## src/rtl/acc_dp_pkg.sv

```systemverilog
`timescale 1ns/1ps
package acc_dp_pkg;
  localparam int CMD_W  = 11;
  localparam int CLR_C  = 2;
  localparam int CLR_OV = 1;
  localparam int CLR_Z  = 0;

  typedef enum logic [3:0] {
    OP_ADD  = 4'b0000, OP_SUB = 4'b0001, OP_HOLD = 4'b0010, OP_PASS = 4'b0011,
    OP_AND  = 4'b0100, OP_OR  = 4'b0101, OP_XOR  = 4'b0110, OP_ASR  = 4'b0111,
    OP_ASL  = 4'b1000, OP_NEG = 4'b1001, OP_SHL  = 4'b1010, OP_SHR  = 4'b1011,
    OP_NOT  = 4'b1100, OP_CLR = 4'b1101, OP_RRC  = 4'b1110, OP_RLC  = 4'b1111
  } alu_op_e;

  typedef enum logic [1:0] {SRC_MEM = 2'b00, SRC_IMM = 2'b01, SRC_B = 2'b10, SRC_ONE = 2'b11} opnd_sel_e;
  typedef enum logic [1:0] {BLD_HOLD = 2'b00, BLD_IMM = 2'b01, BLD_RSVD = 2'b10, BLD_MEM = 2'b11} bld_sel_e;

  typedef struct packed {
    bld_sel_e  bld;
    logic [2:0] clr;
    alu_op_e   op;
    opnd_sel_e src;
  } cmd_t;
endpackage

```

## src/rtl/acc_dp_opsel.sv

```systemverilog
`timescale 1ns/1ps
module acc_dp_opsel
  import acc_dp_pkg::*;
#(
  parameter int W = 8
) (
  input  opnd_sel_e    sel,
  input  logic [W-1:0] mem_data,
  input  logic [W-1:0] imm,
  input  logic [W-1:0] b_val,
  output logic [W-1:0] opnd
);
  localparam logic [W-1:0] ONE = W'(1);

  always_comb begin
    case (sel)
      SRC_MEM: opnd = mem_data;
      SRC_IMM: opnd = imm;
      SRC_B:   opnd = b_val;
      default: opnd = ONE;
    endcase
  end
endmodule

```

## src/rtl/acc_dp_alu.sv

```systemverilog
`timescale 1ns/1ps
module acc_dp_alu
  import acc_dp_pkg::*;
#(
  parameter int W = 8
) (
  input  alu_op_e      op,
  input  logic [W-1:0] a,
  input  logic [W-1:0] b,
  input  logic         c_in,
  output logic [W-1:0] res,
  output logic         wr_a,
  output logic         c_upd,
  output logic         c_nxt,
  output logic         ov_upd,
  output logic         ov_nxt
);
  localparam int MSB = W - 1;

  logic [W:0] sum;
  logic [W:0] dif;

  assign sum = {1'b0, a} + {1'b0, b};
  assign dif = {1'b0, a} - {1'b0, b};

  always_comb begin
    res    = a;
    wr_a   = 1'b1;
    c_upd  = 1'b0;
    c_nxt  = c_in;
    ov_upd = 1'b0;
    ov_nxt = 1'b0;
    case (op)
      OP_ADD: begin
        res    = sum[W-1:0];
        c_upd  = 1'b1;
        c_nxt  = sum[W];
        ov_upd = 1'b1;
        ov_nxt = (a[MSB] == b[MSB]) && (sum[MSB] != a[MSB]);
      end
      OP_SUB: begin
        res    = dif[W-1:0];
        c_upd  = 1'b1;
        c_nxt  = ~dif[W];
        ov_upd = 1'b1;
        ov_nxt = (a[MSB] != b[MSB]) && (dif[MSB] != a[MSB]);
      end
      OP_HOLD: wr_a = 1'b0;
      OP_PASS: res = b;
      OP_AND:  res = a & b;
      OP_OR:   res = a | b;
      OP_XOR:  res = a ^ b;
      OP_ASR:  res = {a[MSB], a[MSB:1]};
      OP_ASL:  res = {a[MSB], a[MSB-2:0], 1'b0};
      OP_NEG:  res = (~a) + W'(1);
      OP_SHL:  res = {a[MSB-1:0], 1'b0};
      OP_SHR:  res = {1'b0, a[MSB:1]};
      OP_NOT:  res = ~a;
      OP_CLR:  res = '0;
      OP_RRC: begin
        res   = {c_in, a[MSB:1]};
        c_upd = 1'b1;
        c_nxt = a[0];
      end
      default: begin
        res   = {a[MSB-1:0], c_in};
        c_upd = 1'b1;
        c_nxt = a[MSB];
      end
    endcase
  end
endmodule

```

## src/rtl/acc_dp_flags.sv

```systemverilog
`timescale 1ns/1ps
module acc_dp_flags
  import acc_dp_pkg::*;
(
  input  logic       clk,
  input  logic       rst_n,
  input  logic       en,
  input  logic [2:0] clr,
  input  logic       wr_a,
  input  logic       res_zero,
  input  logic       c_upd,
  input  logic       c_val,
  input  logic       ov_upd,
  input  logic       ov_val,
  output logic       z_q,
  output logic       ov_q,
  output logic       c_q
);
  logic z_d, ov_d, c_d;

  always_comb begin
    z_d  = z_q;
    ov_d = ov_q;
    c_d  = c_q;
    if (en) begin
      if (wr_a)   z_d  = res_zero;
      if (ov_upd) ov_d = ov_val;
      if (c_upd)  c_d  = c_val;
      if (clr[CLR_Z])  z_d  = 1'b0;
      if (clr[CLR_OV]) ov_d = 1'b0;
      if (clr[CLR_C])  c_d  = 1'b0;
    end
  end

  always_ff @(posedge clk or negedge rst_n) begin
    if (!rst_n) begin
      z_q  <= 1'b0;
      ov_q <= 1'b0;
      c_q  <= 1'b0;
    end else begin
      z_q  <= z_d;
      ov_q <= ov_d;
      c_q  <= c_d;
    end
  end

  p_clear_c_r9: assert property (@(posedge clk) disable iff (!rst_n)
    (en && clr[CLR_C]) |=> !c_q);
  p_clear_z_r9: assert property (@(posedge clk) disable iff (!rst_n)
    (en && clr[CLR_Z]) |=> !z_q);
  p_clear_ov_r9: assert property (@(posedge clk) disable iff (!rst_n)
    (en && clr[CLR_OV]) |=> !ov_q);
endmodule

```

## src/rtl/acc_datapath.sv

```systemverilog
`timescale 1ns/1ps
module acc_datapath
  import acc_dp_pkg::*;
#(
  parameter int W = 8
) (
  input  logic         clk,
  input  logic         rst_n,
  input  logic         exec,
  input  logic [10:0]  cmd,
  input  logic [W-1:0] mem_data,
  input  logic [W-1:0] imm,
  output logic [W-1:0] acc,
  output logic [W-1:0] breg,
  output logic         flag_z,
  output logic         flag_ov,
  output logic         flag_c,
  output logic         equal
);
  cmd_t         cw;
  logic [W-1:0] opnd, res, a_d, b_d, a_q, b_q;
  logic         wr_a, c_upd, c_nxt, ov_upd, ov_nxt;

  assign cw = cmd_t'(cmd);

  acc_dp_opsel #(.W(W)) u_opsel (
    .sel(cw.src), .mem_data(mem_data), .imm(imm), .b_val(b_q), .opnd(opnd)
  );

  acc_dp_alu #(.W(W)) u_alu (
    .op(cw.op), .a(a_q), .b(opnd), .c_in(flag_c), .res(res), .wr_a(wr_a),
    .c_upd(c_upd), .c_nxt(c_nxt), .ov_upd(ov_upd), .ov_nxt(ov_nxt)
  );

  acc_dp_flags u_flags (
    .clk(clk), .rst_n(rst_n), .en(exec), .clr(cw.clr), .wr_a(wr_a),
    .res_zero(res == '0), .c_upd(c_upd), .c_val(c_nxt), .ov_upd(ov_upd),
    .ov_val(ov_nxt), .z_q(flag_z), .ov_q(flag_ov), .c_q(flag_c)
  );

  always_comb begin
    a_d = a_q;
    b_d = b_q;
    if (exec) begin
      if (wr_a) a_d = res;
      case (cw.bld)
        BLD_IMM: b_d = imm;
        BLD_MEM: b_d = mem_data;
        default: b_d = b_q;
      endcase
    end
  end

  always_ff @(posedge clk or negedge rst_n) begin
    if (!rst_n) begin
      a_q <= '0;
      b_q <= '0;
    end else begin
      a_q <= a_d;
      b_q <= b_d;
    end
  end

  assign acc   = a_q;
  assign breg  = b_q;
  assign equal = (a_q == b_q);

  p_idle_hold_r11: assert property (@(posedge clk) disable iff (!rst_n)
    !exec |=> ($stable(acc) && $stable(breg) && $stable(flag_z) && $stable(flag_ov) && $stable(flag_c)));
  p_op_hold_r7: assert property (@(posedge clk) disable iff (!rst_n)
    (exec && cw.op == OP_HOLD && cw.clr == 3'b000) |=> ($stable(acc) && $stable(flag_z) && $stable(flag_ov) && $stable(flag_c)));
  p_b_keep_r10: assert property (@(posedge clk) disable iff (!rst_n)
    (exec && !cw.bld[0]) |=> $stable(breg));
  p_clear_acc_r4: assert property (@(posedge clk) disable iff (!rst_n)
    (exec && cw.op == OP_CLR && !cw.clr[CLR_Z]) |=> (acc == '0 && flag_z));
endmodule

```

## config.mk

```make
export PLATFORM = sky130hd
export DESIGN_NAME = acc_datapath
export DESIGN_NICKNAME = d
export VERILOG_FILES = /design/src/rtl/acc_dp_pkg.sv /design/src/rtl/acc_dp_opsel.sv /design/src/rtl/acc_dp_alu.sv /design/src/rtl/acc_dp_flags.sv /design/src/rtl/acc_datapath.sv
export SDC_FILE = /design/constraint.sdc
export NUM_CORES = 1
export LEC_CHECK = 0
export CAP_MARGIN = 20
export CORE_ASPECT_RATIO = 1.25
export CORE_UTILIZATION = 44
export CTS_CLUSTER_DIAMETER = 40
export DETAILED_ROUTE_END_ITERATION = 10
export PLACE_DENSITY = 0.73
export SLEW_MARGIN = 10
export SYNTH_ARGS = -nofsm -noshare
export SYNTH_HDL_FRONTEND = slang
export SYNTH_SLANG_ARGS = --single-unit
```

## constraint.sdc

```tcl
create_clock -name clk -period 2.9 [get_ports clk]
set_input_delay 0.435 -clock clk [delete_from_list [all_inputs] [get_ports clk]]
set_output_delay 0.435 -clock clk [all_outputs]
set_load 0.05 [all_outputs]
```

==> impl_metrics.tcl <==
set metrics [dict create \
    crit_path_top_delay_cell "fa_2" \
    ant_nets 0 \
    cts_buffer_depth 2 \
    dr_total_vias 3608 \
    htreeDepth 1 \
    synth_mux_area_frac 0.0653 \
    place_congestion 0.933 \
    yosysSeqAreaShare 0.144 \
    port_buffers 49 \
    synth_flop_cell "dfrtp_1" \
    multi_input_area_um2 2610 \
    fin_worst_skew_ns 0.00502 \
    synth_cell_types 80 \
    final_cell_area_um2 4640 \
    p_per_area_nw_per_um2 581 \
    drive_gt1_frac 0.320 \
    worst-setup-path-type "primary input to flop" \
    crit_required_ns 3.05 \
    crit_chain "buf_6 -> buf_6 -> mux2i_2 -> a2bb2oi_2 -> buf_4 -> inv_4 -> fa_2 -> a31o_1 -> a221o_1 -> a211oi_2 -> buf_4 -> buf_4 -> buf_4 -> buf_4 -> o21ai_1" \
    maxCapViolCount 0 \
    area_growth_pct 40.7 \
    min-delay-path-class "primary input to asynchronous set/reset pin" \
    status "finished, final reports clean" \
    rr_endpoint "u_flags.z_q$_DFFE_PN0P_" \
    first_pass_iters 5 \
    fin_crit_ns 2.82 \
    swShare 0.481 \
    grt-ovfl-total 0 \
    synthAdderAreaFrac 0.111 \
    dpl.cell_count 585 \
    relSlewSlack 0.647 \
    grt_pass1_vias 3463 \
    cp-end-kind "flop" \
    hold_viol 0 \
    drc 0 \
    wl_met1_mm 4.78 \
    clkPwrFrac 0.071 \
    cp.depth 15 \
    final-seq-area_um2 479 \
    worst_pin_slew_ns 0.529 \
    antennaDiodeCount 0 \
    final_nets 571 \
    wire_per_inst_um 19.1 \
    finalWirelength_mm 11.5 \
    peakVddDrop_mv 0.558 \
    synth_compound_area_frac 0.298 \
    worstPathArrival_ns 2.97 \
    drt-initial-drc-count 448 \
    rr_startpoint "breg[0]$_DFFE_PN0P_" \
    synth_edf_count 0 \
    dp_hpwl_mm 8.93 \
    synth_top_area_cell "dfrtp_1" \
    syn_area_per_cell_um2 8.34 \
    dpl_cell_area_um2 4310 \
    grt_usage 0.301 \
    p_leak_nw 1.99 \
    clk_pin_slew_ns 0.08 \
    numCtsBuffers 3 \
    avgViaCountPerCell 5.99 \
    wl_met2_mm 5.58 \
    cts_tree "done" \
    synth-simple-area-share 0.209 \
    combPwrFrac 0.785 \
    instances_no_fill 602 \
    setup_viol_count_final 0 \
    grt_setup_unrepaired "yes" \
    fin_crit_sh 0.972 \
    reg2reg_depth 13 \
    synth_top_family_by_area "compound AO/OA/AOI/OAI gates" \
    syn_inst 395 \
    clkSinkCount 19 \
    grt_pass1_wl_mm 18.1 \
    cpLargestDelayFamily "compound AO/OA/AOI/OAI gates" \
    dieHeight_um 98.8 \
    highest_layer "met4" \
    met3WireLength_um 582 \
    maxSlewViolCount 0 \
    dieWidth_um 79.4 \
    seqPwrFrac 0.144 \
    cell_internal_pwr_mw 1.40 \
    max_freq_mhz 355 \
    die_area_um2 7840 \
    cp_max_fo 7 \
    synth_top_area_share 0.144 \
    core_um2 7100 \
    synthTopCellsByArea "dfrtp_1 14%, ha_1 9.9%, mux2i_1 5.2%" \
    start_util 0.464 \
    grt_max_degree 41 \
    ys_warn_count 0 \
    crit_path_max_incr_delay_ns 0.38 \
    worst_setup_path_start_kind "primary input" \
    p_switching_mw 1.30 \
    io_pins 50 \
    root_buffer "clkbuf_8" \
    cp.buffers_inverters 8 \
    startpoint "cmd[1]" \
    nFillCells 600 \
    post-synth-top-count-cell "a21oi_1" \
    rows 34 \
    crit_path_frequent_cell "buf_4" \
    synth.top_cells.by_count "29 x a21oi_1, 26 x ha_1, 24 x inv_1" \
    synth_area_um2 3300 \
    ff2ff_setup_slack_ns 0.08 \
    antenna_found_initial 0 \
    async_flop_share 1.00 \
    worstSkewPairLatency_ns 0.26 \
    synth-xor-area-share 0.0532 \
    syn_nets 453 \
    ys_seq_elements 19 \
]
## what timing repair did
item | 4_1_cts | 5_1_grt
gates resized for setup | 43 | 14
pin swaps | 25 | 11
endpoints found under the hold margin | 0 | 0
hold buffers | 0 | 0
setup endpoints to repair | 10 | 6
buffers inserted | 10 | 3
## worst register-to-register path: stages (launching register included)
cell and delay (ns):
dfrtp_1 0.39, a211oi_2 0.22, buf_4 0.16, nor2_4 0.05
ha_2 0.19, fa_2 0.51, nor2_1 0.04, a32oi_1 0.14
a32oi_1 0.07, o32ai_1 0.31, buf_4 0.19, nand4_1 0.13
nor3_2 0.17, a32o_2 0.19
## layer usage
metal / global-route usage / vias up
li1: - / 1709
met1: 0.388 / 1696
met2: 0.503 / 167
met3: 0.0176 / 36
met4: 0.157 / 0
met5: 0 / -
## sequential cells by signal, indices dropped and copies added (netlist names)
register      count
u_flags.ov_q      1
u_flags.z_q       1
acc               8
u_flags.c_q       1
breg              8
## layout make-up
class                   count  share of cell area
clock buffers               3             0.00891
clock inverters             1             0.00108
inverters                  26              0.0216
multi-input cells         315               0.563
flip-flops and latches     19               0.103
well taps                  90              0.0243
repair buffers            148               0.278
## power by group through the flow
stage	sequential, mW	clock [mW]	combinational, mW
3_3_place_gp	0.387	0	1.89
2_1_floorplan	0.574	0	1.04
4_1_cts	0.386	0.192	2.02
3_5_place_dp	0.389	0	1.90
5_1_grt	0.397	0.206	2.27
6_report	0.389	0.190	2.12
## stage by stage
step	setup TNS [ns]	util	power [mW]	hold slack [ns]	worst slack, ns
floorplan	0	-	1.61	0.139	0.00811
global placement	-5.39	0.607	2.27	0.494	-0.742
detailed placement	-5.98	0.607	2.28	0.505	-0.780
CTS	0	0.641	2.60	0.522	0.0224
global route	-0.0315	0.653	2.87	0.527	-0.0201
finish	0	0.653	2.69	0.507	0.0802
## cells in the final DEF, fill, tap and decap left out, types with 5 or more instances in the layout
cell type,instances
ha_4,5
nand4_1,6
o211ai_1,7
nand3b_1,5
nor2b_1,6
a21o_1,6
mux2i_1,14
buf_4,92
dfrtp_1,16
nor2_1,19
clkdlybuf4s50_1,41
nand2_1,21
inv_1,22
xnor2_1,18
ha_1,18
nor3_1,7
o21ai_0,12
nand3_1,11
o221ai_1,6
a21oi_1,27
nand2b_1,5
## worst max path at each step
stage	to	slack [ns]
2_1_floorplan	u_flags.z_q$_DFFE_PN0P_	0.008
3_3_place_gp	u_flags.z_q$_DFFE_PN0P_	-0.74
3_5_place_dp	u_flags.z_q$_DFFE_PN0P_	-0.78
4_1_cts	u_flags.z_q$_DFFE_PN0P_	0.02
5_1_grt	u_flags.z_q$_DFFE_PN0P_	-0.02
6_report	acc[4]$_DFFE_PN0P_	0.08
## kinds of logic after synthesis
group                    Yosys count
buffers and inverters             61
multiplexers                      21
AND/OR/NAND/NOR                  117
adder cells (fa/ha/maj)           28
flip-flops                        19
AO/OA/AOI/OAI                    129
XOR/XNOR                          20
Note: power is estimated with default switching activity, not from simulation.
